$ cat src/rtl/rob_rsz_pkg.sv
package rob_rsz_pkg;

    typedef enum logic [1:0] {
        RS_IDLE        = 2'd0,
        RS_GROW_WAIT   = 2'd1,
        RS_SHRINK_WAIT = 2'd2
    } rsz_state_e;

endpackage

$ cat src/rtl/rob_rsz_ctrl.sv
module rob_rsz_ctrl
    import rob_rsz_pkg::*;
#(
    parameter int PART_ENTRIES = 16,
    parameter int NUM_PARTS    = 4,
    parameter int MIN_PARTS    = 1,
    localparam int DEPTH = NUM_PARTS * PART_ENTRIES,
    localparam int IDX_W = $clog2(DEPTH),
    localparam int CNT_W = $clog2(DEPTH + 1),
    localparam int PW    = $clog2(NUM_PARTS + 1)
) (
    input  logic             clk,
    input  logic             rst_n,
    input  logic             grow_req,
    input  logic             shrink_req,
    input  logic             flush,
    input  logic [IDX_W-1:0] head,
    input  logic [IDX_W-1:0] tail,
    input  logic [CNT_W-1:0] count,
    output logic [PW-1:0]    cur_parts,
    output logic             pending,
    output logic             shrinking,
    output logic [CNT_W-1:0] cap,
    output logic [CNT_W-1:0] new_bound,
    output logic [CNT_W-1:0] eff_bound,
    output logic             disp_block
);

    localparam logic [CNT_W-1:0] PE    = CNT_W'(PART_ENTRIES);
    localparam logic [PW-1:0]    P_MAX = PW'(NUM_PARTS);
    localparam logic [PW-1:0]    P_MIN = PW'(MIN_PARTS);

    rsz_state_e       state_q, state_n;
    logic [PW-1:0]    parts_q, parts_n;
    logic [PW-1:0]    target_parts;
    logic [CNT_W-1:0] tail_e;
    logic             no_wrap;
    logic             grow_safe;
    logic             shrink_safe;
    logic             apply;

    // Geometry of the current and target bounds
    always_comb begin
        target_parts = (state_q == RS_GROW_WAIT) ? parts_q + PW'(1) : parts_q - PW'(1);
        cap          = CNT_W'(parts_q) * PE;
        new_bound    = CNT_W'(target_parts) * PE;
        tail_e       = CNT_W'(tail);
        no_wrap      = (count == '0) || (head < tail);
        grow_safe    = no_wrap;
        shrink_safe  = (count == '0) || ((head < tail) && (tail_e <= new_bound));
        apply        = !flush &&
                       (((state_q == RS_GROW_WAIT) && grow_safe) ||
                        ((state_q == RS_SHRINK_WAIT) && shrink_safe));
        eff_bound    = apply ? new_bound : cap;
    end

    // Next state and partition count
    always_comb begin
        state_n = state_q;
        parts_n = parts_q;
        unique case (state_q)
            RS_IDLE: begin
                if (!flush) begin
                    if (grow_req && (parts_q < P_MAX)) begin
                        state_n = RS_GROW_WAIT;
                    end else if (shrink_req && (parts_q > P_MIN)) begin
                        state_n = RS_SHRINK_WAIT;
                    end
                end
            end
            RS_GROW_WAIT, RS_SHRINK_WAIT: begin
                if (flush || apply) begin
                    state_n = RS_IDLE;
                    parts_n = target_parts;
                end
            end
            default: begin
                state_n = RS_IDLE;
            end
        endcase
    end

    // State register
    always_ff @(posedge clk) begin
        if (!rst_n) begin
            state_q <= RS_IDLE;
            parts_q <= P_MAX;
        end else begin
            state_q <= state_n;
            parts_q <= parts_n;
        end
    end

    // Outputs
    always_comb begin
        cur_parts  = parts_q;
        pending    = (state_q != RS_IDLE);
        shrinking  = (state_q == RS_SHRINK_WAIT);
        disp_block = shrinking && (tail_e >= new_bound);
    end

    AST_PARTS_RANGE: assert property (@(posedge clk) disable iff (!rst_n)
        (parts_q >= P_MIN) && (parts_q <= P_MAX));

    AST_PARTS_STEP: assert property (@(posedge clk) disable iff (!rst_n)
        (parts_q != $past(parts_q)) |->
            ((parts_q == $past(parts_q) + PW'(1)) || (parts_q == $past(parts_q) - PW'(1))));

    AST_WAIT_EXIT: assert property (@(posedge clk) disable iff (!rst_n)
        (pending && flush) |=> !pending);

endmodule

$ cat src/rtl/rob_ptr_unit.sv
module rob_ptr_unit #(
    parameter int DEPTH = 64,
    localparam int IDX_W = $clog2(DEPTH),
    localparam int CNT_W = $clog2(DEPTH + 1)
) (
    input  logic             clk,
    input  logic             rst_n,
    input  logic             disp_fire,
    input  logic             com_fire,
    input  logic             flush,
    input  logic [CNT_W-1:0] eff_bound,
    output logic [IDX_W-1:0] head,
    output logic [IDX_W-1:0] tail,
    output logic [CNT_W-1:0] count
);

    logic [CNT_W-1:0] tail_adv, head_adv;
    logic [IDX_W-1:0] tail_n, head_n;
    logic [CNT_W-1:0] count_n;

    always_comb begin
        tail_adv = CNT_W'(tail) + CNT_W'(disp_fire);
        head_adv = CNT_W'(head) + CNT_W'(com_fire);
        tail_n   = (tail_adv >= eff_bound) ? '0 : IDX_W'(tail_adv);
        head_n   = (head_adv >= eff_bound) ? '0 : IDX_W'(head_adv);
        count_n  = count + CNT_W'(disp_fire) - CNT_W'(com_fire);
    end

    always_ff @(posedge clk) begin
        if (!rst_n || flush) begin
            head  <= '0;
            tail  <= '0;
            count <= '0;
        end else begin
            head  <= head_n;
            tail  <= tail_n;
            count <= count_n;
        end
    end

    AST_COUNT_LIMIT: assert property (@(posedge clk) disable iff (!rst_n)
        count <= CNT_W'(DEPTH));

    AST_EMPTY_NO_COMMIT: assert property (@(posedge clk) disable iff (!rst_n)
        (count == '0) |-> !com_fire);

endmodule

$ cat src/rtl/rob_entry_store.sv
module rob_entry_store #(
    parameter int DEPTH = 64,
    parameter int PAY_W = 8,
    localparam int IDX_W = $clog2(DEPTH)
) (
    input  logic             clk,
    input  logic             rst_n,
    input  logic             disp_fire,
    input  logic [IDX_W-1:0] tail,
    input  logic [PAY_W-1:0] disp_payload,
    input  logic             wb_en,
    input  logic [IDX_W-1:0] wb_idx,
    input  logic [PAY_W-1:0] wb_data,
    input  logic [IDX_W-1:0] head,
    output logic             head_done,
    output logic [PAY_W-1:0] head_payload,
    output logic [PAY_W-1:0] head_result
);

    logic [PAY_W-1:0] pay_mem [DEPTH];
    logic [PAY_W-1:0] res_mem [DEPTH];
    logic [DEPTH-1:0] done_q;

    always_ff @(posedge clk) begin
        if (!rst_n) begin
            done_q <= '0;
        end else begin
            if (disp_fire) done_q[tail] <= 1'b0;
            if (wb_en)     done_q[wb_idx] <= 1'b1;
        end
    end

    always_ff @(posedge clk) begin
        if (disp_fire) pay_mem[tail] <= disp_payload;
        if (wb_en)     res_mem[wb_idx] <= wb_data;
    end

    always_comb begin
        head_done    = done_q[head];
        head_payload = pay_mem[head];
        head_result  = res_mem[head];
    end

endmodule

$ cat src/rtl/rob_resizable.sv
module rob_resizable #(
    parameter int PART_ENTRIES = 16,
    parameter int NUM_PARTS    = 4,
    parameter int MIN_PARTS    = 1,
    parameter int PAY_W        = 8,
    localparam int DEPTH = NUM_PARTS * PART_ENTRIES,
    localparam int IDX_W = $clog2(DEPTH),
    localparam int CNT_W = $clog2(DEPTH + 1),
    localparam int PW    = $clog2(NUM_PARTS + 1)
) (
    input  logic             clk,
    input  logic             rst_n,
    input  logic             disp_valid,
    input  logic [PAY_W-1:0] disp_payload,
    output logic             disp_ready,
    output logic [IDX_W-1:0] disp_idx,
    input  logic             wb_valid,
    input  logic [IDX_W-1:0] wb_idx,
    input  logic [PAY_W-1:0] wb_data,
    output logic             commit_valid,
    input  logic             commit_take,
    output logic [PAY_W-1:0] commit_payload,
    output logic [PAY_W-1:0] commit_result,
    input  logic             flush,
    input  logic             grow_req,
    input  logic             shrink_req,
    output logic [PW-1:0]    cur_parts,
    output logic [CNT_W-1:0] occupancy,
    output logic             resize_pending
);

    logic [IDX_W-1:0] head, tail;
    logic [CNT_W-1:0] count, cap, new_bound, eff_bound;
    logic             disp_block, shrinking, head_done;
    logic             disp_fire, com_fire, wb_en;

    always_comb begin
        disp_ready   = (count < cap) && !disp_block;
        disp_fire    = disp_valid && disp_ready && !flush;
        commit_valid = (count != '0) && head_done;
        com_fire     = commit_valid && commit_take && !flush;
        wb_en        = wb_valid && !flush;
        disp_idx     = tail;
        occupancy    = count;
    end

    rob_rsz_ctrl #(
        .PART_ENTRIES (PART_ENTRIES),
        .NUM_PARTS    (NUM_PARTS),
        .MIN_PARTS    (MIN_PARTS)
    ) u_ctrl (
        .clk        (clk),
        .rst_n      (rst_n),
        .grow_req   (grow_req),
        .shrink_req (shrink_req),
        .flush      (flush),
        .head       (head),
        .tail       (tail),
        .count      (count),
        .cur_parts  (cur_parts),
        .pending    (resize_pending),
        .shrinking  (shrinking),
        .cap        (cap),
        .new_bound  (new_bound),
        .eff_bound  (eff_bound),
        .disp_block (disp_block)
    );

    rob_ptr_unit #(.DEPTH(DEPTH)) u_ptr (
        .clk       (clk),
        .rst_n     (rst_n),
        .disp_fire (disp_fire),
        .com_fire  (com_fire),
        .flush     (flush),
        .eff_bound (eff_bound),
        .head      (head),
        .tail      (tail),
        .count     (count)
    );

    rob_entry_store #(.DEPTH(DEPTH), .PAY_W(PAY_W)) u_store (
        .clk          (clk),
        .rst_n        (rst_n),
        .disp_fire    (disp_fire),
        .tail         (tail),
        .disp_payload (disp_payload),
        .wb_en        (wb_en),
        .wb_idx       (wb_idx),
        .wb_data      (wb_data),
        .head         (head),
        .head_done    (head_done),
        .head_payload (commit_payload),
        .head_result  (commit_result)
    );

    AST_FULL_BLOCKS: assert property (@(posedge clk) disable iff (!rst_n)
        (occupancy >= cap) |-> !disp_ready);

    AST_NO_DISP_TOP: assert property (@(posedge clk) disable iff (!rst_n)
        (shrinking && disp_fire) |-> (CNT_W'(disp_idx) < new_bound));

    AST_FLUSH_EMPTY: assert property (@(posedge clk) disable iff (!rst_n)
        flush |=> ((occupancy == '0) && (disp_idx == '0)));

    AST_TAIL_IN_CAP: assert property (@(posedge clk) disable iff (!rst_n)
        (!resize_pending) |-> (CNT_W'(disp_idx) < cap));

endmodule

$ cat config.mk
export PLATFORM = sky130hd
export DESIGN_NAME = rob_resizable
export DESIGN_NICKNAME = d
export VERILOG_FILES = /design/src/rtl/rob_rsz_pkg.sv /design/src/rtl/rob_rsz_ctrl.sv /design/src/rtl/rob_ptr_unit.sv /design/src/rtl/rob_entry_store.sv /design/src/rtl/rob_resizable.sv
export SDC_FILE = /design/constraint.sdc
export NUM_CORES = 1
export LEC_CHECK = 0
export BUFFER_PORTS_ARGS = -buffer_cell sky130_fd_sc_hd__buf_4
export CORE_ASPECT_RATIO = 1.25
export CORE_UTILIZATION = 53
export CTS_BUF_LIST = sky130_fd_sc_hd__clkbuf_16
export DETAILED_ROUTE_END_ITERATION = 10
export GPL_TIMING_DRIVEN = 0
export PLACE_DENSITY = 0.69
export SETUP_SLACK_MARGIN = 0.5
export SLEW_MARGIN = 20
export SYNTH_ARGS = -nofsm -noshare
export SYNTH_HDL_FRONTEND = slang
export SYNTH_SLANG_ARGS = --single-unit
export TNS_END_PERCENT = 30
$ cat constraint.sdc
create_clock -name clk -period 6.7 [get_ports clk]
set_input_delay 0.67 -clock clk [delete_from_list [all_inputs] [get_ports clk]]
set_output_delay 0.67 -clock clk [all_outputs]
set_load 0.1 [all_outputs]
Word level (Yosys, flattened, before mapping)
Memories as Yosys holds them, arrays and structs flattened. A register that Yosys moved wholly into a read port is not among the register bits.
Cells that the tools add are included.
Word-level totals
  register bits after elaboration: 88
  bits in writable memories: 1024
  input bits: 30
  output and inout bits: 35
  logic and storage cells: 90
  memories kept: 2
Cells by class
  $add $sub $neg: 6
  $lt $le $gt $ge: 13
  eq/ne operators: 5
  multiplexer cells: 22
  bitwise gates (word level): 3
  reduce and logical (&&, ||, !) cells: 33
Memories
  u_store.pay_mem: depth 64, width 8, read ports 1, clocked after memory_dff 1, write ports 1, line rob_entry_store.sv:20  | logic [PAY_W-1:0] pay_mem [DEPTH];
  u_store.res_mem: depth 64, width 8, read ports 1, clocked after memory_dff 1, write ports 1, line rob_entry_store.sv:21  | logic [PAY_W-1:0] res_mem [DEPTH];
Operator list (count)
  2-to-1 mux 64 bit: 3
  AND 64 bit: 1
  inverter 64 bit: 1
  OR 64 bit: 1
  less-than comparator 6 x 7 -> 1 bit, second input constant: 3
  logical AND 1 bit: 16
  adder 6 x 1 -> 7 bit: 2
  >= comparator 7 bit: 2
  demux 1 bit (select 6 bit): 2
  >= comparator 6 x 1 -> 1 bit, second input constant: 2
  2-to-1 mux 6 bit: 2
  2-to-1 mux 2 bit: 4
  adder 7 x 1 -> 7 bit: 1
  >= comparator 6 x 7 -> 1 bit: 1
  less-or-equal comparator 6 x 7 -> 1 bit: 1
  zero test 7 bit: 1
  less-than comparator 7 bit: 1
  2-to-1 mux 1 bit: 7
  2-to-1 mux 7 bit: 1
  nonzero test 7 bit: 1
  subtractor 7 x 1 -> 7 bit: 1
  binary-select mux 1 bit (select 6 bit): 1
  less-than comparator 6 bit: 1
  OR reduction 2 bit: 3
  17 further kinds: 23

Longest topological paths before layout
Gate-level depths: netlist of the first run.
  word-level depth: 12
  gate-level depth with buffers: 20
  mapped depth without buffers: 19

Hierarchy
From an unflattened synthesis of the first run, not the netlist that was laid out.
Unflattened totals
  cells, all modules: 2322
  area total of the unflattened synthesis: 44810.5 µm²
By module, submodules not included
  rob_entry_store: instances 1, cells an instance 2042, area an instance 42398.2 µm², seq. area each 32030.7 µm²
  rob_ptr_unit: instances 1, cells an instance 147, area an instance 1417.6 µm², seq. area each 380.4 µm²
  rob_rsz_ctrl: instances 1, cells an instance 103, area an instance 785.8 µm², seq. area each 100.1 µm²
  rob_resizable: instances 1, cells an instance 30, area an instance 209.0 µm², seq. area each 0.0 µm²

Least setup slack after synthesis of the first run
OpenSTA, ideal clock, no wires.
  kind: flip-flop to flip-flop
  start: register u_ptr.count[5]
  end: register u_ptr.head[2]
  library setup time: 0.118 ns
  arrival time: 5.822 ns
  data required time: 6.582 ns
  slack: 0.759 ns
  cell stages (with the launch flop): 19
  buffers on the path: 0
  period minus slack after synthesis: 5.941 ns
  cells stage by stage: dfxtp_1 -> inv_1 -> ha_1 -> nand2_1 -> nor2_1 -> nor2_1 -> or4b_1 -> o22ai_1 -> and3_1 -> ha_1 -> ha_1 -> nand3_1 -> xor2_1 -> ha_1 -> or4b_2 -> o21ai_0 -> a21o_1 -> a211o_1 -> nor2b_1
On the way
  elaborated cells between the ends (all ways): 15
  those cells by class: 1 x add/sub; 1 x order compare; 1 x mux; 12 x reduce/logical
RTL lines
  start, declared: line rob_ptr_unit.sv:14  | output logic [CNT_W-1:0] count
  start signal, assigned: line rob_ptr_unit.sv:37  | count <= count_n;
  nonzero test 7 bit (*): line rob_resizable.sv:40  | commit_valid = (count != '0) && head_done;
  logical AND 1 bit (*): line rob_resizable.sv:40
  via commit_valid: line rob_resizable.sv:20  | output logic commit_valid,
  logical AND 1 bit (*) (2 in series): line rob_resizable.sv:41  | com_fire = commit_valid && commit_take && !flush;
  adder 6 x 1 -> 7 bit (*): line rob_ptr_unit.sv:23  | head_adv = CNT_W'(head) + CNT_W'(com_fire);
  >= comparator 7 bit: line rob_ptr_unit.sv:25  | head_n = (head_adv >= eff_bound) ? '0 : IDX_W'(head_adv);
  OR reduction 2 bit (no line)
  end signal, assigned: line rob_ptr_unit.sv:35  | head <= head_n;
  end, declared: line rob_ptr_unit.sv:12  | output logic [IDX_W-1:0] head,
The timed path passes the listed nets; every way through them passes the cells marked *.
A chain may end at the register's enable or synchronous reset.

Final worst setup path of the first run
  start: register u_ptr.head[1]
  end: register u_ptr.head[3]
On the way
  cells in the longest elaborated chain, start to end: 9
  elaborated cells between the ends (all ways): 17
  those cells by class: 1 x add/sub; 2 x order compare; 3 x mux; 11 x reduce/logical
RTL lines
  branches (longest 9 deep; another with adder 6 x 1 -> 7 bit)
Several ways; the timed one is not identified. The select of a mux whose other input is x is not followed.

==> results.py, run 1 <==
metrics = {
    "final_layout": {
        "stdcell_count": 3549,
        "nets": 2453,
        "diodes": 0,
        "most-common-layout-cells": "edfxtp_1, mux4_2, nor2_1",
        "final_common_cell": "edfxtp_1",
        "syn2layout_area_growth_pct": 12.32,
        "drive_above_1_share_pct": 26.45,
    },
    "timing": {
        "maxSlewViolCount": 0,
        "clock_skew_ps": 18.48,
        "rsz0062_at_grt": "false",
        "slew_headroom_pct": 14.02,
        "period_minus_slack_ps": 5592,
        "worst_hold_slack_ps": 443.2,
        "finalWorstSetupSlack_ps": 1108,
        "hold_violations": 0,
        "max_freq_ghz": 0.1788,
        "finalCritPeriodShare_pct": 83.47,
        "fin_tns_setup_ps": 0,
        "worst_pin_slew_ps": 1290,
        "finalSetupViolCount": 0,
    },
    "floorplan": {
        "io_pins": 65,
        "row_count": 118,
        "start_util_pct": 53.59,
        "die-width_um": 261.1,
        "dieArea_mm2": 0.08508,
        "core_mm2": 0.08297,
        "die_y_um": 325.9,
    },
    "worst_setup_path": {
        "end_kind": "register",
        "cp.arrival_ps": 6150,
        "path_max_fanout": 10,
        "rr_worst_depth": 18,
        "r2r-start": "u_ptr.head[1]$_SDFF_PP0_",
        "required_ps": 7260,
        "r2r_setup_slack_ps": 1110,
        "rr_endpoint": "u_ptr.head[3]$_SDFF_PP0_",
        "path_class": "reg -> reg",
        "start_kind": "register",
    },
    "logic_synthesis": {
        "ys_warn_count": 0,
        "ys.flop_type": "edfxtp_1",
        "yosysUniqueCellTypes": 52,
        "synth-seq-cells": 1112,
        "synth_nets": 2285,
        "seq_area_frac_synth_pct": 73.11,
        "syn_area_mm2": 0.04447,
        "netlist.area_leader.share_pct": 69.15,
        "yosys.area.top_type": "edfxtp_1",
        "synth_enable_flop_cells": 1024,
        "avgSynthCellArea_um2": 20.03,
        "postSynthCellCount": 2220,
        "synth_area_leaders": "edfxtp_1, mux4_2, dfxtp_1",
        "async_reset_ff_share_pct": 0,
    },
    "power": {
        "leakagePower_uw": 0.01544,
        "powerDensity_mw_per_mm2": 287.8,
        "ir_drop_mv": 0.3800,
    },
    "place": {
        "hpwl_um": 83800,
        "place_inst": 3365,
        "portBuffers": 58,
        "place.gp.congestion": 0.9598,
        "dp_slack_ps": 1284,
    },
    "clocking": {
        "cts.path.max_buffers": 3,
        "cts.repair.resized": 0,
        "htree_levels": 3,
        "postCtsHoldBufs": 0,
        "clkSinkCount": 1112,
        "cts_made_buffers": 101,
        "cts_tree": "built",
        "path_clk_slew_ps": 60,
        "clk_latency_ps": 670,
        "postCtsSetupBuffers": 0,
        "cts-root-buf": "clkbuf_16",
    },
    "route": {
        "drtIter0Drc": 3653,
        "routed_wl_um": 127500,
        "vias": 23830,
        "postRouteAntennaNets": 0,
        "vias_per_cell": 6.715,
        "routedWlPerCell_um": 35.94,
        "dr.pass1.iters": 8,
        "drc": 0,
    },
    "status": {
        "status": "complete, no violations",
    },
    "global_route": {
        "grt-ovfl-total": 0,
        "grt.total_usage_pct": 30.55,
        "antenna_found_initial": 4,
        "first_global_vias": 23600,
        "grt_first_pass_wirelength_um": 176800,
        "grt_max_degree": 65,
    },
    "min_path": {
        "hold_path.class": "in -> reg",
        "holdPathEnd": "u_ctrl.state_q[0]$_SDFFE_PN0P_",
        "hold_path_depth": 4,
        "hold_start": "grow_req",
    },
    "flow_run": {
        "maxCapViolCount": 0,
    },
}
## per-layer routing
metal | track usage, % | wire length, um | vias to the layer above | share of wire [%]
li1 | - | - | 9427 | -
met3 | 6.108 | 12860 | 357 | 10
met4 | 16.08 | 7690 | 4 | 6.0
met2 | 48.26 | 61490 | 1581 | 48
met5 | 0 | 27 | - | 0.021
met1 | 40.37 | 45480 | 12460 | 36
## cells in the mapped netlist, drive strengths merged (2+ instances only)
| cell type | instances |
|---|---|
| nor2b | 24 |
| edfxtp | 1024 |
| mux2 | 11 |
| nand3 | 18 |
| nand2b | 6 |
| dfxtp | 88 |
| o22ai | 9 |
| o21ai | 15 |
| inv | 31 |
| and2 | 7 |
| ha | 34 |
| a211oi | 11 |
| nand2 | 28 |
| or3 | 9 |
| mux2i | 44 |
| clkbuf | 59 |
| or3b | 3 |
| and3 | 4 |
| mux4 | 310 |
| xnor2 | 12 |
| a21boi | 2 |
| xor2 | 6 |
| a21o | 8 |
| a2111oi | 6 |
| or2 | 3 |
| a221o | 3 |
| a211o | 2 |
| nand3b | 12 |
| buf | 68 |
| or4b | 2 |
| a31oi | 2 |
| a22oi | 24 |
| nand4 | 11 |
| o31a | 3 |
| nor3 | 7 |
| nor2 | 164 |
| a21oi | 18 |
| o21a | 125 |
## how the worst max path moves through the flow
stage                               end  slack, ps                      start
6_report       u_ptr.head[3]$_SDFF_PP0_       1110   u_ptr.head[1]$_SDFF_PP0_
5_1_grt        u_ptr.head[3]$_SDFF_PP0_        970   u_ptr.head[1]$_SDFF_PP0_
4_1_cts                commit_result[4]       1170   u_ptr.head[1]$_SDFF_PP0_
3_5_place_dp   u_ptr.head[2]$_SDFF_PP0_       1280   u_ptr.head[1]$_SDFF_PP0_
3_3_place_gp   u_ptr.head[3]$_SDFF_PP0_        700   u_ptr.head[1]$_SDFF_PP0_
2_1_floorplan  u_ptr.head[2]$_SDFF_PP0_        760  u_ptr.count[5]$_SDFF_PP0_
## state kept, by name, summed over array words and instances, names as in the netlist
signal / cells
u_store.pay_mem: 512
u_store.res_mem: 512
u_store.done_q: 64
u_ptr.count: 7
u_ptr.head: 6
u_ptr.tail: 6
u_ctrl.cur_parts: 3
u_ctrl.state_q: 2
## worst max-delay path, stage by stage, from the launching register on
cell      delay (ps)
dfxtp_1          390
buf_2            280
buf_2            480
clkbuf_2         610
buf_2            480
nand2_1          110
and3_1           190
o22ai_1          330
and3_1           310
ha_1             210
ha_1             180
nand3_1          120
xor2_1           210
ha_1             330
or4b_2           570
o21ai_0          210
a21o_1           150
a211o_1          230
nor2b_1           80
## cells by family after synthesis
| family | share of synthesized area (%) |
|---|---|
| flip-flops | 73.11 |
| adder cells (fa/ha/maj) | 1.002 |
| XOR/XNOR | 0.3545 |
| AND/OR/NAND/NOR | 3.154 |
| multiplexers | 16.97 |
| buffers and inverters | 1.677 |
| AO/OA/AOI/OAI | 3.736 |
## final cells by class
| class | count | area [um2] |
|---|---|---|
| fill | 5889 | 33030 |
| sequential | 1112 | 32510 |
| multi-input combinational | 949 | 11300 |
| clock buffer | 105 | 2628 |
| tap | 1080 | 1351 |
| clock inverter | 79 | 830.8 |
| buffer | 127 | 654.4 |
| timing repair buffer | 65 | 558.0 |
| inverter | 32 | 120.1 |
## power breakdown
part	switching, uW	leakage [uW]	internal [uW]
logic	514	0.00380	178
registers	25.4	0.00991	7600
clock network	2570	0.00172	3490
total	3110	0.0154	11300
## stage by stage
step / total power (uW) / instance area (um2) / utilization [%]
after floorplan: 8199 / 44470 / -
after global placement: 8436 / 46260 / 55.75
after detailed placement: 8463 / 46460 / 56.00
after CTS: 14390 / 49920 / 60.17
after global routing: 14680 / 49950 / 60.20
final: 14380 / 49950 / 60.20
Note: power is estimated with default switching activity, not from simulation.
==> run 2: changes to the inputs <==
Clock period 6.7 ns to 5.2 ns, I/O delays scaled along.
==> results.py, run 2 (synthesis gave the netlist of run 1 again) <==
metrics = {
    "global_route": {
        "first_global_vias": 23850,
        "antenna_found_initial": 1,
        "grt.total_usage_pct": 30.45,
        "grt_max_degree": 65,
        "grt_first_pass_wirelength_um": 176600,
        "grt-ovfl-total": 0,
    },
    "clocking": {
        "htree_levels": 3,
        "clk_latency_ps": 690,
        "cts_tree": "built",
        "path_clk_slew_ps": 60,
        "postCtsHoldBufs": 0,
        "clkSinkCount": 1112,
        "cts.path.max_buffers": 3,
        "cts_made_buffers": 100,
        "cts-root-buf": "clkbuf_16",
    },
    "route": {
        "routed_wl_um": 126600,
        "drtIter0Drc": 3298,
        "wl_met2_um": 59740,
        "vias": 23790,
        "drc": 0,
        "postRouteAntennaNets": 0,
        "dr_wl_met3_um": 13490,
        "dr.pass1.iters": 7,
        "vias_per_cell": 6.691,
        "routedWlPerCell_um": 35.62,
        "top_layer_used": "met5",
        "drt-met1-wl_um": 45090,
    },
    "worst_setup_path": {
        "cp.arrival_ps": 4310,
        "rr_worst_depth": 18,
        "slowest_delay_ps": 460,
        "r2r_setup_slack_ps": 610,
        "crit_buf_inv": 5,
        "path_max_fanout": 10,
        "crit_chain": "clkbuf_2 -> buf_4 -> buf_4 -> clkbuf_4 -> mux2i_1 -> a22oi_1 -> nand3_1 -> nand2_1 -> buf_4",
        "path_class": "reg -> out",
        "end_kind": "primary output",
        "cp_common_cell": "buf_4",
        "cp_top_family": "buffers and inverters",
        "rr_endpoint": "u_ptr.head[4]$_SDFF_PP0_",
        "slowest_stage": "dfxtp_1",
        "start_kind": "register",
        "required_ps": 4680,
        "r2r-start": "u_ptr.head[1]$_SDFF_PP0_",
    },
    "floorplan": {
        "die-width_um": 261.1,
        "start_util_pct": 53.59,
        "dieArea_mm2": 0.08508,
        "die_y_um": 325.9,
        "io_pins": 65,
        "row_count": 118,
        "core_mm2": 0.08297,
    },
    "place": {
        "hpwl_um": 82830,
        "portBuffers": 58,
        "place.gp.congestion": 0.9459,
    },
    "power": {
        "switchingPower_uw": 4000,
        "leakagePower_uw": 0.01547,
        "p_clk_share_pct": 41.7,
        "powerDensity_mw_per_mm2": 367.1,
        "ir_drop_mv": 0.3350,
        "p_int_uw": 14400,
        "power_frac_comb_pct": 4.9,
        "swShare_pct": 21.74,
        "power_uw": 18400,
        "power_frac_seq_pct": 53.4,
    },
    "timing": {
        "max_freq_ghz": 0.2069,
        "worst_pin_slew_ps": 1225,
        "period_minus_slack_ps": 4832,
        "maxSlewViolCount": 0,
        "rsz0062_at_grt": "true",
        "finalSetupViolCount": 0,
        "hold_violations": 0,
        "clock_skew_ps": 28.27,
        "slew_headroom_pct": 18.04,
        "finalCritPeriodShare_pct": 92.93,
        "worst_hold_slack_ps": 289.1,
    },
    "final_layout": {
        "regArea_mm2": 0.03252,
        "top_regs": "u_store.pay_mem (512), u_store.res_mem (512), u_store.done_q (64)",
        "nets": 2453,
        "multi_input_area_mm2": 0.01136,
        "syn2layout_area_growth_pct": 12.70,
        "final_common_cell": "edfxtp_1",
        "fill_cells": 5873,
        "drive_above_1_share_pct": 27.61,
        "most-common-layout-cells": "edfxtp_1, mux4_2, nor2_1",
    },
    "flow_run": {
        "maxCapViolCount": 0,
    },
    "min_path": {
        "hold_start": "grow_req",
        "hold_path.class": "in -> reg",
        "hold_path_depth": 4,
        "holdPathEnd": "u_ctrl.state_q[0]$_SDFFE_PN0P_",
    },
    "status": {
        "status": "complete, no violations",
    },
}
[run 2: cell count changes in the layout (fill, tap and decap cells not counted), sizes merged, moves of 2 or more]
| cell | before | now |
|---|---|---|
| clkinv | 32 | 45 |
| buf | 131 | 125 |
| clkdlybuf4s15 | 0 | 6 |
| inv | 51 | 48 |
| clkbuf | 166 | 164 |
| clkinvlp | 11 | 9 |
[run 2: what timing repair did]
item,CTS,global route
pin swaps,1,0
resized for setup,56,31
setup endpoints to repair,24,26
buffers inserted,6,0
[run 2: area by class of cell]
cell class              instances  area share [%]
well taps                    1080           2.696
flip-flops and latches       1112           64.89
repair buffers                 66           1.044
clock buffers                 102           5.093
clock inverters                86           1.680
inverters                      32          0.2397
diodes                          1        0.004993
plain buffers                 127           1.688
multi-input cells             949           22.66
[run 2: worst max path at each step]
stage / from / depth (start not counted) / end / slack, ps
2_1_floorplan: u_ctrl.cur_parts[1]$_SDFFE_PN0P_ / 19 / u_ptr.tail[2]$_SDFF_PP0_ / 510
4_1_cts: u_ptr.head[1]$_SDFF_PP0_ / 8 / commit_result[0] / 420
5_1_grt: u_ptr.head[1]$_SDFF_PP0_ / 8 / commit_result[0] / 450
6_report: u_ptr.head[2]$_SDFF_PP0_ / 9 / commit_result[5] / 370
3_3_place_gp: u_ptr.head[1]$_SDFF_PP0_ / 18 / u_ptr.head[3]$_SDFF_PP0_ / -680
3_5_place_dp: u_ptr.head[1]$_SDFF_PP0_ / 18 / u_ptr.head[2]$_SDFF_PP0_ / -170
[run 2: through the flow]
step	instances	util [%]	TNS, ps	cell area (um2)	worst slack (ps)
floorplan	2220	-	0	44490	514.1
detailed placement	3360	55.91	-954.7	46390	-171.3
global placement	3358	55.78	-4217	46280	-676.7
global route	3554	60.40	0	50110	451.5
finish	3555	60.40	0	50120	367.6
CTS	3554	60.29	0	50030	420.0
[run 2: power by group through the flow]
| stage | combinational, uW | sequential (uW) | clock [uW] |
|---|---|---|---|
| 2_1_floorplan | 459 | 10100 | 0 |
| 3_3_place_gp | 851 | 10000 | 0 |
| 3_5_place_dp | 880 | 10000 | 0 |
| 4_1_cts | 882 | 9830 | 7690 |
| 5_1_grt | 952 | 9830 | 8020 |
| 6_report | 898 | 9830 | 7670 |
[run 2: layer usage]
| layer | vias up | global-route usage (%) |
|---|---|---|
| met5 | - | 0 |
| met4 | 2 | 17.43 |
| met3 | 354 | 6.839 |
| met2 | 1602 | 47.27 |
| met1 | 12420 | 39.89 |
| li1 | 9414 | - |
[run 2: worst register-to-register path: stages, from the launching register on]
cell and delay [ps]:
dfxtp_1 410, clkbuf_4 280, buf_6 270, clkbuf_8 310, buf_4 300, nand2_1 100, and3_1 230, o22ai_4 220
and3_4 240, ha_1 200, ha_2 210, nand3_1 110, xor2_1 210, ha_1 320, or4b_2 590, o21ai_1 140
a21o_1 140, a211o_4 160, nor2_1 40
